--- src/rtl/ckm_pkg.sv ---
package ckm_pkg;

  localparam int MW = 3;

  localparam logic [MW-1:0] MD_FLL_INT = 3'd0;
  localparam logic [MW-1:0] MD_FLL_EXT = 3'd1;
  localparam logic [MW-1:0] MD_BYP_INT = 3'd2;
  localparam logic [MW-1:0] MD_BYP_EXT = 3'd3;
  localparam logic [MW-1:0] MD_PBY_EXT = 3'd4;
  localparam logic [MW-1:0] MD_PLL_EXT = 3'd5;
  localparam logic [MW-1:0] MD_LP_INT  = 3'd6;
  localparam logic [MW-1:0] MD_LP_EXT  = 3'd7;

  localparam logic [1:0] SRC_INT = 2'd0;
  localparam logic [1:0] SRC_EXT = 2'd1;
  localparam logic [1:0] SRC_FLL = 2'd2;
  localparam logic [1:0] SRC_PLL = 2'd3;

  typedef enum logic [1:0] {ST_IDLE, ST_WALK, ST_STOP} fsm_e;

  typedef struct packed {
    logic [1:0] sel;
    logic       fll_en;
    logic       pll_en;
  } ctl_t;

  // The edge set is a tree rooted at the reset mode.
  function automatic logic [MW-1:0] mode_parent(logic [MW-1:0] m);
    case (m)
      MD_FLL_EXT, MD_BYP_INT, MD_BYP_EXT: return MD_FLL_INT;
      MD_PBY_EXT, MD_LP_EXT:              return MD_BYP_EXT;
      MD_LP_INT:                          return MD_BYP_INT;
      MD_PLL_EXT:                         return MD_PBY_EXT;
      default:                            return MD_FLL_INT;
    endcase
  endfunction

  function automatic logic [1:0] mode_depth(logic [MW-1:0] m);
    case (m)
      MD_FLL_INT:                         return 2'd0;
      MD_FLL_EXT, MD_BYP_INT, MD_BYP_EXT: return 2'd1;
      MD_PLL_EXT:                         return 2'd3;
      default:                            return 2'd2;
    endcase
  endfunction

  // Ancestor of m at depth d, or m itself if it is not deeper than d.
  function automatic logic [MW-1:0] mode_anc(logic [MW-1:0] m, logic [1:0] d);
    logic [MW-1:0] x;
    x = m;
    for (int i = 0; i < 3; i++)
      if (mode_depth(x) > d) x = mode_parent(x);
    return x;
  endfunction

  function automatic ctl_t mode_ctl(logic [MW-1:0] m);
    ctl_t c;
    case (m)
      MD_FLL_INT, MD_FLL_EXT: c = '{sel: SRC_FLL, fll_en: 1'b1, pll_en: 1'b0};
      MD_BYP_INT:             c = '{sel: SRC_INT, fll_en: 1'b1, pll_en: 1'b0};
      MD_BYP_EXT:             c = '{sel: SRC_EXT, fll_en: 1'b1, pll_en: 1'b0};
      MD_PBY_EXT:             c = '{sel: SRC_EXT, fll_en: 1'b0, pll_en: 1'b1};
      MD_PLL_EXT:             c = '{sel: SRC_PLL, fll_en: 1'b0, pll_en: 1'b1};
      MD_LP_INT:              c = '{sel: SRC_INT, fll_en: 1'b0, pll_en: 1'b0};
      default:                c = '{sel: SRC_EXT, fll_en: 1'b0, pll_en: 1'b0};
    endcase
    return c;
  endfunction

  function automatic logic mode_uses_ext(logic [MW-1:0] m);
    return (m == MD_FLL_EXT) || (m == MD_BYP_EXT) || (m == MD_PBY_EXT) ||
           (m == MD_PLL_EXT) || (m == MD_LP_EXT);
  endfunction

  function automatic logic mode_uses_fll_lock(logic [MW-1:0] m);
    return (m == MD_FLL_INT) || (m == MD_FLL_EXT);
  endfunction

endpackage

--- src/rtl/ckm_router.sv ---
module ckm_router
  import ckm_pkg::*;
(
  input  logic [MW-1:0] cur,
  input  logic [MW-1:0] tgt,
  input  logic          ext_ok,
  input  logic          fll_lock,
  input  logic          pll_lock,
  output logic [MW-1:0] nxt,
  output logic          hop_ready,
  output logic          tgt_allowed
);

  logic [1:0]    dc;
  logic [1:0]    dt;
  logic          below;

  assign dc    = mode_depth(cur);
  assign dt    = mode_depth(tgt);
  assign below = (dt > dc) && (mode_anc(tgt, dc) == cur);

  always_comb begin
    if (tgt == cur)  nxt = cur;
    else if (below)  nxt = mode_anc(tgt, 2'(dc + 2'd1));
    else             nxt = mode_parent(cur);
  end

  always_comb begin
    hop_ready = 1'b1;
    if (mode_uses_ext(nxt) && !ext_ok)        hop_ready = 1'b0;
    if (nxt == MD_PLL_EXT && !pll_lock)       hop_ready = 1'b0;
    if (mode_uses_fll_lock(nxt) && !fll_lock) hop_ready = 1'b0;
  end

  // Low-power modes may only be left towards their own bypass mode.
  always_comb begin
    case (cur)
      MD_LP_INT: tgt_allowed = (tgt == MD_BYP_INT);
      MD_LP_EXT: tgt_allowed = (tgt == MD_BYP_EXT);
      default:   tgt_allowed = 1'b1;
    endcase
  end

endmodule

--- src/rtl/ckm_wait.sv ---
module ckm_wait #(
  parameter int CW = 16
) (
  input  logic          clk,
  input  logic          rst_n,
  input  logic          run,
  input  logic [CW-1:0] limit,
  output logic          expired
);

  logic [CW-1:0] cnt_q;

  always_ff @(posedge clk) begin
    if (!rst_n)             cnt_q <= '0;
    else if (!run)          cnt_q <= '0;
    else if (cnt_q != limit) cnt_q <= cnt_q + 1'b1;
  end

  assign expired = run && (cnt_q == limit);

  // while waiting, the count never passes the programmed limit
  a_r6_cnt_bound: assert property (@(posedge clk) disable iff (!rst_n)
    run |-> (cnt_q <= limit));

endmodule

--- src/rtl/clkmode_walker.sv ---
module clkmode_walker
  import ckm_pkg::*;
#(
  parameter int CW = 16
) (
  input  logic          clk,
  input  logic          rst_n,
  input  logic          req_valid,
  input  logic [2:0]    req_mode,
  input  logic          stop_req,
  input  logic          ext_ok,
  input  logic          fll_lock,
  input  logic          pll_lock,
  input  logic [CW-1:0] tmo_limit,
  output logic [2:0]    mode_o,
  output logic [1:0]    src_sel_o,
  output logic          fll_en_o,
  output logic          pll_en_o,
  output logic          busy_o,
  output logic          stopped_o,
  output logic          err_o
);

  fsm_e          st_q;
  logic [MW-1:0] mode_q;
  logic [MW-1:0] tgt_q;
  ctl_t          ctl_q;
  logic          err_q;

  logic [MW-1:0] route_tgt;
  logic [MW-1:0] nxt;
  logic          hop_ready;
  logic          tgt_allowed;
  logic          expired;

  // Named events
  logic          ev_stop_in;
  logic          ev_wake;
  logic          ev_accept;
  logic          ev_refuse;
  logic          ev_hop;
  logic          ev_timeout;
  logic          wait_run;

  assign route_tgt = (st_q == ST_WALK) ? tgt_q : req_mode;

  ckm_router u_router (
    .cur        (mode_q),
    .tgt        (route_tgt),
    .ext_ok     (ext_ok),
    .fll_lock   (fll_lock),
    .pll_lock   (pll_lock),
    .nxt        (nxt),
    .hop_ready  (hop_ready),
    .tgt_allowed(tgt_allowed)
  );

  assign ev_stop_in = (st_q != ST_STOP) && stop_req;
  assign ev_wake    = (st_q == ST_STOP) && !stop_req;
  assign ev_accept  = (st_q == ST_IDLE) && !stop_req && req_valid &&
                      (req_mode != mode_q) && tgt_allowed;
  assign ev_refuse  = (st_q == ST_IDLE) && !stop_req && req_valid &&
                      (req_mode != mode_q) && !tgt_allowed;
  assign ev_hop     = (st_q == ST_WALK) && !stop_req && hop_ready;
  assign wait_run   = (st_q == ST_WALK) && !stop_req && !hop_ready;
  assign ev_timeout = expired;

  ckm_wait #(.CW(CW)) u_wait (
    .clk    (clk),
    .rst_n  (rst_n),
    .run    (wait_run),
    .limit  (tmo_limit),
    .expired(expired)
  );

  always_ff @(posedge clk) begin
    if (!rst_n) begin
      st_q   <= ST_IDLE;
      mode_q <= MD_FLL_INT;
      tgt_q  <= MD_FLL_INT;
      ctl_q  <= mode_ctl(MD_FLL_INT);
      err_q  <= 1'b0;
    end else if (ev_stop_in) begin
      st_q         <= ST_STOP;
      ctl_q.fll_en <= 1'b0;
      ctl_q.pll_en <= 1'b0;
    end else if (ev_wake) begin
      st_q  <= ST_IDLE;
      ctl_q <= mode_ctl(mode_q);
    end else begin
      if (ev_accept) begin
        tgt_q <= req_mode;
        st_q  <= ST_WALK;
      end
      if (ev_refuse) err_q <= 1'b1;
      if (ev_hop) begin
        mode_q <= nxt;
        ctl_q  <= mode_ctl(nxt);
        if (nxt == tgt_q) st_q <= ST_IDLE;
      end else if (ev_timeout) begin
        err_q <= 1'b1;
        st_q  <= ST_IDLE;
      end
    end
  end

  assign mode_o    = mode_q;
  assign src_sel_o = ctl_q.sel;
  assign fll_en_o  = ctl_q.fll_en;
  assign pll_en_o  = ctl_q.pll_en;
  assign busy_o    = (st_q == ST_WALK);
  assign stopped_o = (st_q == ST_STOP);
  assign err_o     = err_q;

  // every change of mode follows one tree edge
  a_r3_one_edge: assert property (@(posedge clk) disable iff (!rst_n)
    (mode_q != $past(mode_q)) |->
      (mode_parent(mode_q) == $past(mode_q) || mode_parent($past(mode_q)) == mode_q));

  // the PLL-driven mode is only entered with lock present
  a_r5_pll_lock: assert property (@(posedge clk) disable iff (!rst_n)
    (mode_q == MD_PLL_EXT && $past(mode_q) != MD_PLL_EXT) |-> $past(pll_lock));

  // externally referenced modes are only entered with a valid reference
  a_r5_ext_ok: assert property (@(posedge clk) disable iff (!rst_n)
    (mode_q != $past(mode_q) && mode_uses_ext(mode_q)) |-> $past(ext_ok));

  // raising the error never moves the mode
  a_r6_hold_on_err: assert property (@(posedge clk) disable iff (!rst_n)
    $rose(err_q) |-> $stable(mode_q));

  // the error flag is sticky
  a_r8_sticky: assert property (@(posedge clk) disable iff (!rst_n)
    $past(err_q) |-> err_q);

  // both loops are off while stopped, and the mode is held
  a_r9_loops_off: assert property (@(posedge clk) disable iff (!rst_n)
    stopped_o |-> (!fll_en_o && !pll_en_o));
  a_r9_mode_held: assert property (@(posedge clk) disable iff (!rst_n)
    (stopped_o && $past(stopped_o)) |-> $stable(mode_q));

  // controls only move with a state update
  a_r10_quiet: assert property (@(posedge clk) disable iff (!rst_n)
    ($stable(mode_q) && $stable(st_q)) |-> $stable(ctl_q));

  // PLL as source implies the PLL runs, unless stopped
  a_r2_pll_src: assert property (@(posedge clk) disable iff (!rst_n)
    (!stopped_o && src_sel_o == SRC_PLL) |-> pll_en_o);

endmodule

--- config.mk ---
export PLATFORM = sky130hd
export DESIGN_NAME = clkmode_walker
export DESIGN_NICKNAME = d
export VERILOG_FILES = /design/src/rtl/ckm_pkg.sv /design/src/rtl/ckm_router.sv /design/src/rtl/ckm_wait.sv /design/src/rtl/clkmode_walker.sv
export SDC_FILE = /design/constraint.sdc
export NUM_CORES = 1
export LEC_CHECK = 0
export BUFFER_PORTS_ARGS = -buffer_cell sky130_fd_sc_hd__clkbuf_2
export CAP_MARGIN = 40
export CORE_MARGIN = 3
export CORE_UTILIZATION = 55
export CTS_BUF_LIST = sky130_fd_sc_hd__clkbuf_8
export DETAILED_ROUTE_END_ITERATION = 8
export PLACE_DENSITY = 0.91
export SLEW_MARGIN = 20
export SYNTH_ARGS = -nofsm -noshare
export SYNTH_HDL_FRONTEND = slang
export SYNTH_HIERARCHICAL = 1
export SYNTH_SLANG_ARGS = --single-unit
export TNS_END_PERCENT = 100
--- constraint.sdc ---
create_clock -name clk -period 7.7 [get_ports clk]
set_clock_uncertainty 0.15 [all_clocks]
set_input_delay 0.385 -clock clk [delete_from_list [all_inputs] [get_ports clk]]
set_output_delay 0.385 -clock clk [all_outputs]
set_load 0.02 [all_outputs]
==> impl_metrics.toml, run 1 <==
[routing]
wl_per_cell_um = 15.1
viasPerCell = 6.06
dr_total_vias = 2835
drtAntennaViolNets = 0
drt-initial-drc-count = 202
finalWirelength_mm = 7.07
firstDrtPassIters = 4
drc = 0

[grt]
grt_overflow_total = 0
grt_pass1_vias = 2663
gr-usage-all-layers_pct = 23.3
grt_max_degree = 32
grt_pass1_wl_mm = 11.7
antenna_found_initial = 0

[floorplanning]
dieHeight_um = 78.9
placementRows = 25
core_um2 = 4910
ioPinCount = 36
dieWidth_um = 78.9
initial_utilization_pct = 59.4
die_area_um2 = 6220

[synthesis]
synth-main-ff-cell = "dfxtp_1"
synth_edf_count = 0
synth_top_cell_by_area = "dfxtp_1"
syn_nets = 412
async_reset_ff_share_pct = 0
synth.area.top_cells = "dfxtp_1 20%, xnor2_1 7.2%, ha_1 6.4%"
synth_cells = 371
synth_seq_cells = 29
synth_area_um2 = 2920
syn_avg_cell_area_um2 = 7.87
ys_types = 74
ys_seq_area_share_pct = 19.9
synth.top_cell.area_share_pct = 19.9
synth_warnings = 6

[sta]
rsz0062_at_grt = "no"
maxSlewHeadroom_pct = 56.1
hold_violations = 0
fin_crit_ns = 7.13
setup_tns_ns = 0
clock.fmax_mhz = 140
slew_violations = 0
worstMarginPinSlew_ns = 0.654
fin_crit_sh_pct = 92.6
setup_viol = 0

[placement]
portBuffers = 35
finalWeightedCongestion = 0.917
hpwl_mm = 5.00

[finish]
diodes = 0
nets = 441
final_cell_mix = "42 x nand2_1, 35 x clkbuf_2, 28 x dfxtp_1"
final_common_cell = "nand2_1"
drive_gt1_share_pct = 21.9
area_growth_pct = 12.0

[clock_tree]
clk_pin_slew_ns = 0.06
cts_sinks = 29
cts_resized = 0
root_buffer = "clkbuf_8"
numCtsBuffers = 5
htreeDepth = 2
cts_setup_buffers = 0
clkLatencyLatePin_ns = 0.28
cts_buffer_depth = 2
cts_hold_buffers = 0
cts_tree = "built"

[run]
maxCapViolCount = 0

[critical_path]
critPathMostFrequentCell = "ha_1"
worst_setup_path_start_kind = "flip-flop"
critPathMaxStageDelay_ns = 0.48
critical_path_peak_fanout = 15
cp.required_ns = 7.77
arrival_ns = 7.20
critPathCaptureType = "flip-flop"
slowest_stage = "or4_1"
critical_path_class = "reg -> reg"

[pwr]
p_per_area_nw_per_um2 = 159
p_total_mw = 0.521
leakage_nw = 1.26
ir_drop_mv = 0.112

[status]
run_status = "completed"

[min_path]
hold_path_class = "in -> reg"
==> worst max-delay path, delay by kind of cell, from the launching register on <==
kind	cells	cell delay, ns
xor gates and xnor gates	1	0.14
DFF	1	0.39
AOI/OAI and AO/OA	9	1.60
muxes	2	0.82
and+or+nand+nor	13	2.65
adders and majority gates	3	0.84
buffers and inverters	3	0.47
==> final cells by class <==
| type | instances | area [um2] |
|---|---|---|
| clock buffers | 6 | 82.6 |
| clock inverters | 2 | 33.8 |
| fillers | 405 | 1640 |
| inverters | 15 | 56.3 |
| multi-input cells | 303 | 2170 |
| flip-flops and latches | 29 | 582 |
| well taps | 67 | 83.8 |
| repair buffers | 46 | 258 |
==> metrics by stage <==
stage          cell area [um2]  util [%]  worst slack [ns]  hold slack, ns  cells
2_1_floorplan             2920         -             0.507           0.308    371
3_5_place_dp              3120      63.6             0.191           0.320    460
4_1_cts                   3240      66.0             0.143           0.229    468
3_3_place_gp              3120      63.6             0.447           0.309    460
6_report                  3270      66.5             0.567           0.242    468
5_1_grt                   3270      66.5            0.0326           0.243    468
==> synthesized netlist by cell type, types with 2 or more instances <==
library cell	count
a211oi_1	4
a21boi_0	5
a21oi_1	16
a221oi_1	2
a22oi_1	3
a31oi_1	3
a32oi_1	3
and2_1	5
and3_1	4
and4_1	3
buf_2	3
buf_6	5
clkbuf_1	13
dfxtp_1	29
ha_1	15
inv_1	15
mux2_2	5
mux2i_1	6
nand2_1	42
nand2b_1	9
nand3_1	12
nand3b_1	2
nand4_1	13
nor2_1	19
nor2b_1	10
nor2b_4	2
nor3_1	2
nor4_2	2
o211ai_1	2
o21ai_0	20
o21ai_1	6
o21bai_1	3
o31ai_1	4
or3_1	9
or4_1	5
xnor2_1	24
xor2_1	9
==> where the power goes <==
| group | switching [mW] | leakage [nW] | internal [mW] |
|---|---|---|---|
| registers | 0.00320 | 0.234 | 0.153 |
| logic | 0.112 | 0.962 | 0.0896 |
| clock network | 0.0593 | 0.0626 | 0.104 |
==> kinds of logic after synthesis <==
family / after synthesis / share of synthesized area (%)
compound gates: 85 / 20.4
xor+xnor: 33 / 9.90
fa+ha+maj: 17 / 7.16
buf+inv: 39 / 6.94
flops: 29 / 19.9
mux: 11 / 3.99
simple gates: 157 / 31.8
==> flip-flops by register name (all words and copies together) (netlist names) <==
signal / count
pll_en_o: 1
st_q: 2
fll_en_o: 1
u_wait/cnt_q: 16
err_o: 1
tgt_q: 3
mode_o: 3
src_sel_o: 2
==> per-layer routing <==
| layer | vias up | part of all wire, % | global-route usage (%) |
|---|---|---|---|
| met5 | - | 0 | 0 |
| li1 | 1391 | - | - |
| met2 | 95 | 49 | 40.8 |
| met3 | 16 | 5.8 | 4.65 |
| met1 | 1333 | 43 | 28.4 |
| met4 | 0 | 2.0 | 7.56 |
==> path summary, 6_finish.rpt <==
| kind | start | end | slack [ns] | depth (start not counted) |
|---|---|---|---|---|
| max | st_q[1] | u_wait/cnt_q[5] | 0.57 | 31 |
| min | req_mode[2] | tgt_q[2] | 0.24 | 3 |
| max reg2reg | st_q[1] | u_wait/cnt_q[5] | 0.57 | 31 |
| min reg2reg | err_o | err_o | 0.33 | 2 |
Power figures use the tool's default switching activity.
==> inputs of run 2 (changes only) <==
Settings changed: CORE_UTILIZATION 55 to 54, CTS_BUF_LIST sky130_fd_sc_hd__clkbuf_8 to default, PLACE_DENSITY 0.91 to 0.9.
==> run 2 against run 1 <==
  * Largest power group unchanged
  * Critical path depth did not move
  * Utilization is 3.8 points lower
  * Global-route usage is 0.86 points lower
  * Power decreased by 6.5%
  * Largest cell class unchanged
  * Clock power shrank 20%
  * Critical endpoint is now u_wait/cnt_q[2]
  * Routed wire length fell by 0.23%
==> impl_metrics.toml, run 2 (synthesis results as in run 1) <==
[run]
maxCapViolCount = 0

[pwr]
p_total_mw = 0.487
ir_drop_mv = 0.110
leakage_nw = 1.23
p_per_area_nw_per_um2 = 150

[placement]
finalWeightedCongestion = 0.852
hpwl_mm = 5.13
portBuffers = 35

[routing]
dr_total_vias = 2867
wl_per_cell_um = 15.0
drt-initial-drc-count = 220
firstDrtPassIters = 5
finalWirelength_mm = 7.05
drc = 0
viasPerCell = 6.10
drtAntennaViolNets = 0

[clock_tree]
cts_buffer_depth = 2
clk_pin_slew_ns = 0.06
numCtsBuffers = 5
cts_sinks = 29
root_buffer = "clkbuf_8"
htreeDepth = 2
clkLatencyLatePin_ns = 0.28
cts_tree = "built"

[sta]
slew_violations = 0
setup_viol = 0
holdWs_ns = 0.230
fin_crit_sh_pct = 94.9
clock.fmax_mhz = 137
hold_violations = 0
maxSlewHeadroom_pct = 52.4
worstMarginPinSlew_ns = 0.708
fin_crit_ns = 7.31

[critical_path]
cp.required_ns = 7.76
crit_buf_inv = 2
slowest_stage = "or4_2"
critPathMaxStageDelay_ns = 0.57
critical_path_class = "reg -> reg"
worst_setup_path_start_kind = "flip-flop"
critical_path_peak_fanout = 11
crit_family = "simple AND/OR/NAND/NOR gates"
critPathCaptureType = "flip-flop"
arrival_ns = 7.37

[finish]
final_cell_mix = "41 x nand2_1, 35 x clkbuf_2, 28 x dfxtp_1"
diodes = 0
largest_register_ff_count = 16
top_register = "u_wait/cnt_q"
nets = 441
drive_gt1_share_pct = 22.0
area_growth_pct = 11.1
final_common_cell = "nand2_1"

[floorplanning]
dieHeight_um = 79.5
dieWidth_um = 79.5
placementRows = 26
core_um2 = 5170
die_area_um2 = 6320
ioPinCount = 36
initial_utilization_pct = 56.4

[status]
run_status = "completed"

[grt]
grt_pass1_vias = 2642
grt_overflow_total = 0
grt_max_degree = 32
antenna_found_initial = 0
gr-usage-all-layers_pct = 22.4
grt_pass1_wl_mm = 11.5

[min_path]
hold_path_class = "in -> reg"
## run 2: worst paths after layout
kind | from | to | slack (ns) | cells past startpoint
worst max-delay path | st_q[1] | u_wait/cnt_q[2] | 0.39 | 31
worst min-delay path | req_mode[1] | tgt_q[1] | 0.23 | 3
worst max register to register | st_q[1] | u_wait/cnt_q[2] | 0.39 | 31
worst min register to register | err_o | err_o | 0.32 | 2
## run 2: worst register-to-register path: cells and delay by family (launching register included)
kind                     cells  cell delay (ns)
AND/OR/NAND/NOR             15             3.08
AO/OA/AOI/OAI                9             1.76
adder cells (fa/ha/maj)      4             1.19
multiplexers                 1             0.43
flip-flops                   1             0.39
buffers and inverters        2             0.25
## run 2: cell type report
| type | instances | area, um2 |
|---|---|---|
| tap | 70 | 87.6 |
| clock buffer | 7 | 86.3 |
| inverter | 15 | 56.3 |
| timing repair buffer | 46 | 258 |
| sequential | 29 | 582 |
| fill | 424 | 1930 |
| multi-input combinational | 303 | 2170 |
## run 2: power by group
group | switching (mW) | internal (mW)
Sequential | 0.00317 | 0.153
Combinational | 0.112 | 0.0893
Clock | 0.0589 | 0.0708
## run 2: per-layer routing
metal  vias up  wire [um]  part of all wire [%]  GRT usage (%)
met2       109       3590                    51           39.7
met1      1347       2920                    41           26.4
met3        20        367                   5.2           3.39
li1       1391          -                     -              -
met4         0        176                   2.5           9.79
met5         -          0                     0              0
## run 2: timing repair
item / 4_1_cts / 5_1_grt
gates resized for setup: 0 / 8
setup endpoints to repair: 0 / 26
setup buffers: 0 / 2
endpoints found under the hold margin: 0 / 0
hold buffers: 0 / 0
## run 2: metrics by stage
stage	worst slack (ns)	setup TNS [ns]	instance area, um2	cells	utilization (%)
floorplan	0.507	0	2920	371	-
global placement	0.484	0	3110	461	60.2
detailed placement	0.0420	0	3110	461	60.2
CTS	0.00632	0	3200	468	61.8
global route	-0.0228	-0.0228	3240	470	62.7
finish	0.391	0	3240	470	62.7
==> inputs of run 3 (changes only) <==
Settings changed: ABC_AREA from default to 1, CORE_MARGIN 3 to 1.
==> run 3 against run 2 <==
  * Global-route usage increased by 4.3 points
  * Flip-flop and latch count unchanged
  * Sequential share of layout area is 1.1 points lower
  * Clock power grew 28%
  * Register-to-register slack improved by 0.95 ns
  * Routed wire length rose by 10%
  * Die area shrank 3.8%
  * Power up 15%
  * Non-clock buffer count down 8
  * Hold slack better by 0.016 ns
  * Synthesized cell count grew 47%
  * Critical endpoint is now u_wait/cnt_q[9]
==> impl_metrics.toml, run 3 <==
[status]
run_status = "completed"

[pwr]
internal_power_mw = 0.341
switching_share_pct = 39.2
power.share.clock_pct = 29.6
ir_drop_mv = 0.0858
seqPwrFrac_pct = 28.1
power.share.combinational_pct = 42.3
p_per_area_nw_per_um2 = 163
leakage_nw = 1.71
power.switching_mw = 0.220

[finish]
largest_register_ff_count = 16
fin_area_um2 = 3440
area_growth_pct = 10.4
nets = 623
final_cell_mix = "178 x nand2_1, 76 x inv_1, 54 x nor2_1"
final_common_cell = "nand2_1"
diodes = 0
drive_gt1_share_pct = 15.4
top_register = "u_wait/cnt_q"

[synthesis]
synth_top_cells_by_count = "178 x nand2_1, 76 x inv_1, 54 x nor2_1"
synth_warnings = 6
synth_edf_count = 0
synth_cells = 547
synth_area_um2 = 3120
ys_types = 44
synth-main-ff-cell = "dfxtp_1"
synth_seq_cells = 29
syn_nets = 588
async_reset_ff_share_pct = 0
synth_most_common_cell = "nand2_1"
syn_avg_cell_area_um2 = 5.70
synth.area.top_cells = "nand2_1 21%, dfxtp_1 19%, inv_1 9.1%"
synth.top_cell.area_share_pct = 21.4
synth_top_cell_by_area = "nand2_1"
ys_seq_area_share_pct = 18.6

[floorplanning]
die_area_um2 = 6080
dieHeight_um = 78.0
placementRows = 27
ioPinCount = 36
dieWidth_um = 78.0
initial_utilization_pct = 56.3
core_um2 = 5540

[routing]
wl_per_cell_um = 11.9
drtAntennaViolNets = 0
viasPerCell = 5.40
finalWirelength_mm = 7.78
dr_total_vias = 3538
drc = 0
firstDrtPassIters = 5
drt-initial-drc-count = 263

[placement]
portBuffers = 35
post_dp_cell_area_um2 = 3330
hpwl_mm = 5.94
finalWeightedCongestion = 0.912

[clock_tree]
cts_buffer_depth = 2
cts_resized = 0
htreeDepth = 2
cts_sinks = 29
clkLatencyLatePin_ns = 0.29
cts_hold_buffers = 0
numCtsBuffers = 5
cts_setup_buffers = 0
cts_tree = "built"
root_buffer = "clkbuf_8"
clk_pin_slew_ns = 0.07

[critical_path]
arrival_ns = 6.42
critPathCaptureType = "flip-flop"
cp.required_ns = 7.77
crit_cells = 42
critical_path_class = "reg -> reg"
crit_buf_inv = 5
reg2reg_depth = 42
slowest_stage = "o21ai_0"
timing.rr.end = "u_wait/cnt_q[9]"
worst_setup_path_start_kind = "flip-flop"
r2r-start = "st_q[0]"
critPathMaxStageDelay_ns = 0.66
critical_path_peak_fanout = 16
critPathMostFrequentCell = "nand2_1"
crit_family = "simple AND/OR/NAND/NOR gates"
reg2reg_slack_ns = 1.35

[min_path]
hold_path_class = "in -> reg"
whs_path_depth = 3
worstHoldStart = "req_mode[1]"
min_to = "tgt_q[1]"

[sta]
setup_tns_ns = 0
rsz0062_at_grt = "no"
fin_crit_sh_pct = 82.5
worstMarginPinSlew_ns = 0.807
maxSlewHeadroom_pct = 45.6
hold_violations = 0
clock.fmax_mhz = 157
slew_violations = 0
fin_crit_ns = 6.35
setup_viol = 0

[grt]
grt_overflow_total = 0
gr-usage-all-layers_pct = 26.7
antenna_found_initial = 0
grt_max_degree = 34
grt_pass1_vias = 3144
grt_pass1_wl_mm = 13.1

[run]
maxCapViolCount = 0
==> run 3: changes by cell type after synthesis, moves of 9 or more <==
cell / delta
nand2_1: +136
nor2b_1: -10
xnor2_1: -17
or3_1: -9
nand2_2: +13
inv_2: +12
nand3_1: +33
a21oi_1: +18
nand2b_1: -9
nor2_1: +35
inv_1: +61
clkbuf_1: -12
==> run 3: worst max path at each step <==
stage / slack, ns / from / end
floorplan: 2.28 / st_q[0] / u_wait/cnt_q[0]
global placement: 1.89 / st_q[1] / u_wait/cnt_q[12]
detailed placement: 1.56 / st_q[0] / u_wait/cnt_q[9]
CTS: 1.50 / st_q[0] / u_wait/cnt_q[9]
global route: 0.78 / st_q[0] / u_wait/cnt_q[2]
finish: 1.35 / st_q[0] / u_wait/cnt_q[9]
==> run 3: per-stage QoR <==
stage | setup slack [ns] | hold slack [ns] | power, mW | cells | utilization (%)
floorplan | 2.28 | 0.356 | 0.343 | 547 | -
global placement | 1.89 | 0.292 | 0.376 | 645 | 59.7
detailed placement | 1.56 | 0.300 | 0.391 | 647 | 60.0
CTS | 1.50 | 0.242 | 0.557 | 655 | 62.1
global route | 0.784 | 0.257 | 0.597 | 655 | 62.1
finish | 1.35 | 0.246 | 0.561 | 655 | 62.1
==> run 3: routing by layer <==
layer | up-vias | global-route usage (%) | share of wire [%]
met3 | 23 | 3.65 | 5.5
met5 | - | 0 | 0
met1 | 1578 | 30.9 | 41
met2 | 139 | 48.8 | 51
met4 | 0 | 11.5 | 2.5
li1 | 1798 | - | -
==> run 3: layout make-up <==
| cell class | count | area (um2) |
|---|---|---|
| Clock inverter | 1 | 30.0 |
| Clock buffer | 7 | 86.3 |
| Sequential cell | 29 | 581 |
| Tap cell | 72 | 90.1 |
| Inverter | 90 | 340 |
| Timing Repair Buffer | 38 | 203 |
| Multi-Input combinational cell | 418 | 2110 |
| Fill cell | 529 | 2100 |
==> run 3: worst min-delay path: stages <==
cell,delay [ns]
clkbuf_2,0.12
nor2_1,0.05
nor2_1,0.09
==> run 3: cell families (layout without fill, tap and decap cells) <==
family	count (synthesis)	after routing	share of synthesized area, %
and+or+nand+nor	321	321	45.7
DFF	29	29	18.6
AOI/OAI and AO/OA	67	67	11.8
xor gates and xnor gates	15	15	4.21
adders and majority gates	15	15	6.02
buffers and inverters	100	136	13.6
==> run 3: power groups by stage <==
stage	Clock [mW]	Sequential [mW]	Combinational, mW
5_1_grt	0.173	0.158	0.266
2_1_floorplan	0	0.163	0.180
4_1_cts	0.167	0.157	0.232
3_3_place_gp	0	0.161	0.215
3_5_place_dp	0	0.161	0.231
6_report	0.166	0.157	0.237
